File: src/rtl/ppc_pkg.sv
package ppc_pkg;

    typedef enum logic [1:0] {
        MODE_OPEN  = 2'b00,
        MODE_WPROT = 2'b01,
        MODE_EPROM = 2'b10,
        MODE_LOCK  = 2'b11
    } mode_e;

    typedef enum logic [1:0] {
        RG_PAGE    = 2'b00,
        RG_CTRL    = 2'b01,
        RG_RSVD    = 2'b10,
        RG_INVALID = 2'b11
    } region_e;

    localparam logic [7:0] CODE_WP = 8'h55;
    localparam logic [7:0] CODE_EP = 8'hAA;

    function automatic logic is_magic(input logic [7:0] v);
        return (v == CODE_WP) || (v == CODE_EP);
    endfunction

    function automatic mode_e page_mode(input logic [7:0] v);
        if (v == CODE_WP)      return MODE_WPROT;
        else if (v == CODE_EP) return MODE_EPROM;
        else                   return MODE_OPEN;
    endfunction

endpackage

File: src/rtl/ppc_decode.sv
module ppc_decode
    import ppc_pkg::*;
#(
    parameter int ADDR_W     = 16,
    parameter int PAGE_CNT   = 4,
    parameter int PAGE_BYTES = 32,
    parameter int ROW_BYTES  = 8,
    localparam int REG_CNT   = PAGE_CNT + 4,
    localparam int RI_W      = $clog2(REG_CNT),
    localparam int PG_W      = (PAGE_CNT > 1) ? $clog2(PAGE_CNT) : 1,
    localparam int PG_LSB    = $clog2(PAGE_BYTES)
) (
    input  logic [ADDR_W-1:0] addr,
    output region_e           region,
    output logic [PG_W-1:0]   page_idx,
    output logic [RI_W-1:0]   reg_idx
);
    localparam int REG_BASE = PAGE_CNT * PAGE_BYTES;
    localparam logic [ADDR_W-1:0] A_REG  = ADDR_W'(REG_BASE);
    localparam logic [ADDR_W-1:0] N_REG  = ADDR_W'(REG_CNT);
    localparam logic [ADDR_W-1:0] N_ROWS = ADDR_W'(2 * ROW_BYTES);

    logic [ADDR_W-1:0] off;

    always_comb begin
        off      = addr - A_REG;
        page_idx = addr[PG_LSB +: PG_W];
        reg_idx  = off[RI_W-1:0];
        if (addr < A_REG)        region = RG_PAGE;
        else if (off < N_REG)    region = RG_CTRL;
        else if (off < N_ROWS)   region = RG_RSVD;
        else                     region = RG_INVALID;
    end
endmodule

File: src/rtl/ppc_regs.sv
module ppc_regs
    import ppc_pkg::*;
#(
    parameter int         PAGE_CNT    = 4,
    parameter logic [7:0] FACTORY_RST = 8'h55,
    localparam int        REG_CNT     = PAGE_CNT + 4,
    localparam int        RI_W        = $clog2(REG_CNT),
    localparam int        FACT_IDX    = PAGE_CNT + 1
) (
    input  logic                       clk,
    input  logic                       rst,
    input  logic                       ld_en,
    input  logic [RI_W-1:0]            ld_sel,
    input  logic [7:0]                 ld_data,
    input  logic                       wr_en,
    input  logic [RI_W-1:0]            wr_sel,
    input  logic [7:0]                 wr_data,
    output logic [REG_CNT-1:0][7:0]    ctl
);
    for (genvar i = 0; i < REG_CNT; i++) begin : g_byte
        if (i == FACT_IDX) begin : g_fact
            always_ff @(posedge clk) begin
                if (rst)                                     ctl[i] <= FACTORY_RST;
                else if (ld_en && ld_sel == RI_W'(i))        ctl[i] <= ld_data;
            end
        end else begin : g_rw
            always_ff @(posedge clk) begin
                if (rst)                                     ctl[i] <= 8'h00;
                else if (ld_en && ld_sel == RI_W'(i))        ctl[i] <= ld_data;
                else if (wr_en && wr_sel == RI_W'(i))        ctl[i] <= wr_data;
            end
        end

        if (i <= PAGE_CNT) begin : g_selflock
            // a magic control byte only changes through preload
            assert_selflock_R4: assert property (@(posedge clk) disable iff (rst)
                (is_magic(ctl[i]) && !ld_en) |=> (ctl[i] == $past(ctl[i])));
        end
    end

    // factory byte moves only on preload
    assert_factory_fixed_R5: assert property (@(posedge clk) disable iff (rst)
        !ld_en |=> $stable(ctl[FACT_IDX]));
endmodule

File: src/rtl/ppc_policy.sv
module ppc_policy
    import ppc_pkg::*;
#(
    parameter int  PAGE_CNT = 4,
    localparam int REG_CNT  = PAGE_CNT + 4,
    localparam int RI_W     = $clog2(REG_CNT),
    localparam int PG_W     = (PAGE_CNT > 1) ? $clog2(PAGE_CNT) : 1,
    localparam int COPY_IDX = PAGE_CNT,
    localparam int FACT_IDX = PAGE_CNT + 1
) (
    input  region_e                 region,
    input  logic [PG_W-1:0]         page_idx,
    input  logic [RI_W-1:0]         reg_idx,
    input  logic [REG_CNT-1:0][7:0] ctl,
    output mode_e                   mode,
    output logic                    locked,
    output logic                    copy_blk
);
    logic cp_on;

    always_comb begin
        cp_on    = is_magic(ctl[COPY_IDX]);
        mode     = MODE_LOCK;
        locked   = 1'b1;
        copy_blk = 1'b0;
        unique case (region)
            RG_PAGE: begin
                mode     = page_mode(ctl[page_idx]);
                locked   = (mode == MODE_WPROT);
                copy_blk = cp_on && (mode == MODE_WPROT);
            end
            RG_CTRL: begin
                if (reg_idx <= RI_W'(COPY_IDX))
                    locked = is_magic(ctl[reg_idx]);
                else if (reg_idx == RI_W'(FACT_IDX))
                    locked = 1'b1;
                else
                    locked = (ctl[FACT_IDX] == CODE_EP);
                mode     = locked ? MODE_LOCK : MODE_OPEN;
                copy_blk = cp_on;
            end
            RG_RSVD: begin
                copy_blk = cp_on;
            end
            default: begin
                copy_blk = 1'b0;
            end
        endcase
    end
endmodule

File: src/rtl/page_guard.sv
module page_guard
    import ppc_pkg::*;
#(
    parameter int         ADDR_W      = 16,
    parameter int         PAGE_CNT    = 4,
    parameter int         PAGE_BYTES  = 32,
    parameter int         ROW_BYTES   = 8,
    parameter logic [7:0] FACTORY_RST = 8'h55,
    localparam int        REG_CNT     = PAGE_CNT + 4,
    localparam int        RI_W        = $clog2(REG_CNT),
    localparam int        PG_W        = (PAGE_CNT > 1) ? $clog2(PAGE_CNT) : 1
) (
    input  logic              clk,
    input  logic              rst,
    input  logic [ADDR_W-1:0] addr,
    input  logic              wr_req,
    input  logic [7:0]        wr_data,
    input  logic              ld_en,
    input  logic [RI_W-1:0]   ld_sel,
    input  logic [7:0]        ld_data,
    output logic [1:0]        mode,
    output logic              locked,
    output logic              copy_blk,
    output logic [7:0]        rd_data
);
    region_e                 region;
    logic [PG_W-1:0]         page_idx;
    logic [RI_W-1:0]         reg_idx;
    logic [REG_CNT-1:0][7:0] ctl;
    mode_e                   mode_q;
    logic                    wr_en;

    ppc_decode #(
        .ADDR_W(ADDR_W), .PAGE_CNT(PAGE_CNT),
        .PAGE_BYTES(PAGE_BYTES), .ROW_BYTES(ROW_BYTES)
    ) u_decode (
        .addr(addr), .region(region), .page_idx(page_idx), .reg_idx(reg_idx)
    );

    ppc_regs #(.PAGE_CNT(PAGE_CNT), .FACTORY_RST(FACTORY_RST)) u_regs (
        .clk(clk), .rst(rst),
        .ld_en(ld_en), .ld_sel(ld_sel), .ld_data(ld_data),
        .wr_en(wr_en), .wr_sel(reg_idx), .wr_data(wr_data),
        .ctl(ctl)
    );

    ppc_policy #(.PAGE_CNT(PAGE_CNT)) u_policy (
        .region(region), .page_idx(page_idx), .reg_idx(reg_idx), .ctl(ctl),
        .mode(mode_q), .locked(locked), .copy_blk(copy_blk)
    );

    assign wr_en   = wr_req && (region == RG_CTRL) && !locked;
    assign mode    = mode_q;
    assign rd_data = (region == RG_CTRL) ? ctl[reg_idx] : 8'h00;

    // reserved row is never writable
    assert_rsvd_locked_R7: assert property (@(posedge clk) disable iff (rst)
        (region == RG_RSVD) |-> (mode_q == MODE_LOCK && locked && rd_data == 8'h00));

    // out-of-map addresses are locked and never copy-blocked
    assert_invalid_locked_R8: assert property (@(posedge clk) disable iff (rst)
        (region == RG_INVALID) |-> (mode_q == MODE_LOCK && locked && !copy_blk));

    // a permitted write lands on the next edge unless preloaded
    assert_write_lands_R4: assert property (@(posedge clk) disable iff (rst)
        (wr_en && !ld_en) |=> (ctl[$past(reg_idx)] == $past(wr_data)));
endmodule

File: config.mk
export PLATFORM = sky130hd
export DESIGN_NAME = page_guard
export DESIGN_NICKNAME = d
export VERILOG_FILES = /design/src/rtl/ppc_pkg.sv /design/src/rtl/ppc_decode.sv /design/src/rtl/ppc_regs.sv /design/src/rtl/ppc_policy.sv /design/src/rtl/page_guard.sv
export SDC_FILE = /design/constraint.sdc
export NUM_CORES = 1
export LEC_CHECK = 0
export CAP_MARGIN = 20
export CORE_UTILIZATION = 61
export DETAILED_ROUTE_END_ITERATION = 8
export PLACE_DENSITY = 0.86
export SETUP_SLACK_MARGIN = 0.05
export SYNTH_ARGS = -nofsm -noshare
export SYNTH_HDL_FRONTEND = slang
export SYNTH_SLANG_ARGS = --single-unit
export TNS_END_PERCENT = 1
File: constraint.sdc
create_clock -name clk -period 11.45 [get_ports clk]
set_input_delay 2.29 -clock clk [delete_from_list [all_inputs] [get_ports clk]]
set_output_delay 2.29 -clock clk [all_outputs]
set_load 0.01 [all_outputs]
==> results of run 1 <==
[worst max-delay path by stage]
stage            start       to  slack (ns)  depth (start not counted)
3_3_place_gp   addr[2]  mode[1]        3.46                          9
6_report       addr[7]  mode[0]        3.21                         15
4_1_cts        addr[7]  mode[1]        3.25                         15
5_1_grt        addr[7]   locked        3.01                         15
2_1_floorplan  addr[7]   locked        4.76                         12
3_5_place_dp   addr[7]  mode[1]        3.28                         15
[per-layer routing]
| metal | GRT usage (%) | wire [um] |
|---|---|---|
| met1 | 45.8 | 5030 |
| met2 | 56.5 | 6040 |
| met3 | 9.14 | 1280 |
| met4 | 14.5 | 320 |
| met5 | 0 | 0 |
[power by group]
part           switching [mW]  leakage (nW)  internal [mW]  total, mW
logic                  0.0451          1.32         0.0383     0.0834
registers             0.00690         0.519          0.229      0.236
clock network          0.0902         0.103          0.112      0.202
[cell usage after synthesis, drive strengths merged (4+ instances only)]
cell type,count
nor3b,5
dfxtp,64
nor3,17
nor4,5
o311a,24
a21oi,35
buf,28
nor4bb,6
o21ai,30
mux2,5
a211oi,9
o221ai,5
mux2i,64
o31ai,8
inv,11
ha,4
clkbuf,17
nand3b,4
and2,7
mux4,17
nor2,44
nand2,39
[critical path, stage by stage]
cell and delay, ns:
clkdlybuf4s50_1 0.52, inv_1 0.06, ha_1 0.27, nand4bb_1 0.13, nor4_1 0.36, nor2_1 0.07
nor2_1 0.18, ha_1 0.38, inv_1 0.08, a31oi_1 0.19, o211ai_1 0.19, nor4_4 0.48
nor2_1 0.15, nand2_1 0.09, clkdlybuf4s50_1 0.53
[cell type report]
class | count | area (sq um) | share of cell area [%]
Clock inverter | 3 | 40.0 | 0.794
Timing Repair Buffer | 57 | 553 | 11.0
Tap cell | 96 | 120 | 2.38
Clock buffer | 13 | 159 | 3.15
Inverter | 13 | 48.8 | 0.967
Multi-Input combinational cell | 359 | 2840 | 56.3
Sequential cell | 64 | 1280 | 25.4
[kinds of logic after synthesis]
group	share of synthesized area (%)
flip-flops	29.2
multiplexers	24.6
adder cells (fa/ha/maj)	1.14
AND/OR/NAND/NOR	18.8
buffers and inverters	6.28
AO/OA/AOI/OAI	19.7
XOR/XNOR	0.200
==> flow_summary_export.csv, run 1 <==
group,metric,value,unit
worst_setup_path,cp_max_fo,11,
sta,post-route-period-util,72.0,%
logic_synthesis,syn-cell-area,4380,sq um
routing,firstDrtPassIters,5,
clocking,cts_setup_buffers,0,
logic_synthesis,yosys.area.top_type,"dfxtp_1",
finish,area_growth,15.1,%
clocking,ctsHtreeMaxLevel,3,
die,start_util,63.8,%
routing,wl_per_cell,20.9,um
die,coreArea,6870,sq um
finish,reg_top3,"u_regs.ctl: 64 flops",
clocking,cts_tree,"built",
logic_synthesis,async_reset_ff_share,0,%
die,die_height,86.8,um
routing,postRouteAntennaNets,0,
finish,postLayoutCellArea,5040,sq um
grt,first_global_vias,3799,
worst_setup_path,critical_path.endpoint_type,"output port",
logic_synthesis,syn_area_per_cell,9.11,sq um
worst_setup_path,ff2ff_setup_slack,8.34,ns
sta,rsz0062_at_grt,"false",
grt,grt_overflow,0,
finish,largest_reg_flops,64,
logic_synthesis,synth_warnings,0,
die,ios,51,
grt,track_usage,35.4,%
worst_setup_path,r2r-start,"u_regs.ctl[28]$_SDFFE_PP0P_",
sta,setup_ws,3.21,ns
finish,regMostFlops,"u_regs.ctl",
hold_path,min_to,"u_regs.ctl[57]$_SDFFE_PP0P_",
hold_path,hp-class,"reg -> reg",
finish,fin_cells,605,
worst_setup_path,worstReg2RegEnd,"u_regs.ctl[34]$_SDFFE_PP0P_",
sta,relSlewSlack,27.2,%
clocking,cts_made_buffers,9,
sta,finalSetupTns,0,ns
sta,min_period,8.24,ns
finish,final_nets,547,
clocking,clockBufferDepth,2,
hold_path,hold_path_depth,2,
worst_setup_path,start_kind,"input port",
clocking,clk-insertion-delay-late,0.36,ns
die,die_x,86.8,um
clocking,hold_buffers,0,
routing,vias,4118,
logic_synthesis,yosys.cell_types.count,52,
pwr,p_leak,1.95,nW
finish,drive_gt1_share,13.6,%
placement,dpl_cell_area,4850,sq um
placement,gp_congestion,1.01,
worst_setup_path,cp.required,9.16,ns
clocking,clkSinkCount,64,
placement,dp_cells,589,
finish,post-route-util,73.4,%
logic_synthesis,synth_edf_count,0,
clocking,root_buffer,"clkbuf_8",
routing,drtIter0Drc,440,
worst_setup_path,r2r_cells,8,
placement,pre_cts_ws,3.28,ns
die,dieArea,7530,sq um
status,status,"completed",
finish,antennaDiodeCount,0,
clocking,cts_resized,0,
hold_path,min_from,"u_regs.ctl[57]$_SDFFE_PP0P_",
worst_setup_path,worst_ep_arrival_time,5.95,ns
pwr,power_density,103,nW/um^2
logic_synthesis,syn-instance-count,481,
worst_setup_path,crit_type,"in -> out",
routing,drcViolationCount,0,
sta,finalHoldViolCount,0,
logic_synthesis,ys.flop_type,"dfxtp_1",
logic_synthesis,synth.top_cell.area_share,29.2,%
die,fp-row-count,30,
grt,grt_pass1_wl,19900,um
routing,via_per_inst,6.81,
finish,layout_common_cells,"mux2i_1, dfxtp_1, clkdlybuf4s50_1",
logic_synthesis,synth-seq-cells,64,
sta,finClkSkew,0.00733,ns
pwr,ir_drop,0.117,mV
clocking,clkSlewWorstSetupHoldPaths,0.06,ns
sta,tightest_slew,1.09,ns
sta,setup_viol,0,
logic_synthesis,ys_seq_area_share,29.2,%
pwr,finalPower,0.522,mW
finish,nFillCells,505,
run,drv_cap,0,
sta,slew_violations,0,
grt,antenna_found_initial,0,
sta,fmaxAchievable,121,MHz
logic_synthesis,synth_area_leaders,"dfxtp_1, mux2i_1, mux4_2",
sta,whs,0.493,ns
placement,portBuffers,50,
routing,routed_wl,12700,um
grt,grt_start_max_net_pins,37,
placement,hpwl,9160,um
logic_synthesis,syn-num-nets,524,
Note: power is estimated with default switching activity, not from simulation.
==> run 2: changes to the inputs <==
CORE_UTILIZATION = 57   (was 61)
PLACE_DENSITY = 0.81   (was 0.86)
clock period = 7.8 ns   (was 11.45 ns; I/O delays follow)
==> flow_summary_export.csv, run 2 (synthesis results as in run 1) <==
group,metric,value,unit
status,status,"completed",
pwr,power_density,155,nW/um^2
finish,post-route-util,69.5,%
die,dieArea,8040,sq um
finish,antennaDiodeCount,0,
placement,pre_cts_ws,1.07,ns
routing,drcViolationCount,0,
worst_setup_path,startpoint,"addr[7]",
clocking,clkSinkCount,64,
worst_setup_path,cp_max_fo,11,
finish,reg_top3,"u_regs.ctl: 64 flops",
die,coreArea,7330,sq um
sta,setup_ws,0.982,ns
die,start_util,59.8,%
clocking,clk-insertion-delay-late,0.36,ns
sta,finalSetupTns,0,ns
hold_path,hp-class,"reg -> reg",
worst_setup_path,r2r-start,"u_regs.ctl[20]$_SDFFE_PP0P_",
grt,track_usage,34.0,%
sta,post-route-period-util,87.4,%
sta,setup_viol,0,
pwr,clockPowerShare,40.4,%
sta,relSlewSlack,27.9,%
pwr,ir_drop,0.151,mV
clocking,clockBufferDepth,2,
run,drv_cap,0,
routing,vias,4115,
clocking,hold_buffers,0,
placement,portBuffers,50,
sta,slew_violations,0,
grt,first_global_vias,3744,
finish,largest_reg_flops,64,
die,die_x,89.7,um
worst_setup_path,crit_type,"in -> out",
clocking,root_buffer,"clkbuf_8",
grt,grt_overflow,0,
sta,fmaxAchievable,147,MHz
worst_setup_path,cp.required,6.24,ns
grt,grt_pass1_wl,20000,um
pwr,p_int,0.573,mW
sta,finalHoldViolCount,0,
clocking,ctsHtreeMaxLevel,3,
placement,gp_congestion,0.984,
pwr,p_leak,1.96,nW
routing,firstDrtPassIters,5,
die,ios,51,
pwr,swShare,27.3,%
routing,drtIter0Drc,459,
pwr,p_switching,0.216,mW
pwr,comb_power_share,15.6,%
hold_path,min_from,"u_regs.ctl[52]$_SDFFE_PP0P_",
finish,final_nets,550,
finish,area_growth,16.2,%
clocking,clkSlewWorstSetupHoldPaths,0.07,ns
grt,antenna_found_initial,0,
grt,grt_start_max_net_pins,37,
worst_setup_path,critical_path.endpoint_type,"output port",
routing,via_per_inst,6.73,
placement,hpwl,9250,um
sta,finClkSkew,0.00472,ns
clocking,cts_setup_buffers,0,
worst_setup_path,worst_ep_arrival_time,5.26,ns
sta,min_period,6.82,ns
die,die_height,89.7,um
finish,regMostFlops,"u_regs.ctl",
clocking,cts_made_buffers,9,
pwr,finalPower,0.788,mW
sta,tightest_slew,1.08,ns
worst_setup_path,start_kind,"input port",
sta,rsz0062_at_grt,"false",
die,fp-row-count,31,
finish,layout_common_cells,"mux2i_1, dfxtp_1, clkdlybuf4s50_1",
routing,wl_per_cell,20.9,um
clocking,cts_resized,0,
clocking,cts_tree,"built",
routing,postRouteAntennaNets,0,
routing,routed_wl,12800,um
pwr,seqPwrFrac,44.0,%
finish,drive_gt1_share,14.5,%
==> run 2: cell count changes in the layout (fill, tap and decap cells not counted), sizes merged <==
cell / change
bufinv: +1
clkinvlp: +3
clkbuf: -4
buf: +3
==> run 2: layout make-up <==
class / count / area, sq um
fill: 578 / 2240
timing repair buffer: 60 / 576
tap: 99 / 124
clock buffer: 9 / 124
inverter: 13 / 48.8
multi-input combinational: 359 / 2840
clock inverter: 7 / 96.3
sequential: 64 / 1280
==> run 2: worst paths after layout <==
kind / cells past startpoint / slack, ns / endpoint
max: 15 / 0.98 / locked
min: 2 / 0.49 / u_regs.ctl[52]$_SDFFE_PP0P_
max reg2reg: 8 / 4.60 / u_regs.ctl[19]$_SDFFE_PP0P_
min reg2reg: 2 / 0.49 / u_regs.ctl[52]$_SDFFE_PP0P_
==> run 2: per-layer routing <==
| layer | global-route usage (%) | part of all wire [%] | up-vias |
|---|---|---|---|
| li1 | - | - | 1859 |
| met1 | 46.3 | 41 | 1974 |
| met2 | 53.6 | 47 | 239 |
| met3 | 5.03 | 8.6 | 43 |
| met4 | 15.2 | 3.3 | 0 |
| met5 | 0 | 0 | - |
==> run 2: through the flow <==
stage / std cells / hold slack (ns) / cell area (sq um)
6_report: 611 / 0.489 / 5090
5_1_grt: 611 / 0.510 / 5090
4_1_cts: 611 / 0.490 / 5090
3_5_place_dp: 595 / 0.471 / 4870
3_3_place_gp: 595 / 0.460 / 4870
2_1_floorplan: 481 / 0.449 / 4380
==> run 2: power by group through the flow <==
stage	Sequential (mW)	Combinational, mW	Clock [mW]
after CTS	0.346	0.121	0.322
after global routing	0.347	0.132	0.334
after global placement	0.353	0.117	0
after floorplan	0.349	0.0815	0
final	0.347	0.123	0.319
after detailed placement	0.353	0.120	0
==> run 2: critical path, stage by stage <==
cell	delay [ns]
clkdlybuf4s50_1	0.52
inv_1	0.06
ha_1	0.28
nand4bb_1	0.12
nor4_1	0.37
nor2_1	0.08
nor2_1	0.21
ha_1	0.38
inv_1	0.08
a31oi_1	0.19
o211ai_1	0.16
nor4_4	0.49
nor2_1	0.14
nand2_1	0.09
clkdlybuf4s50_1	0.53
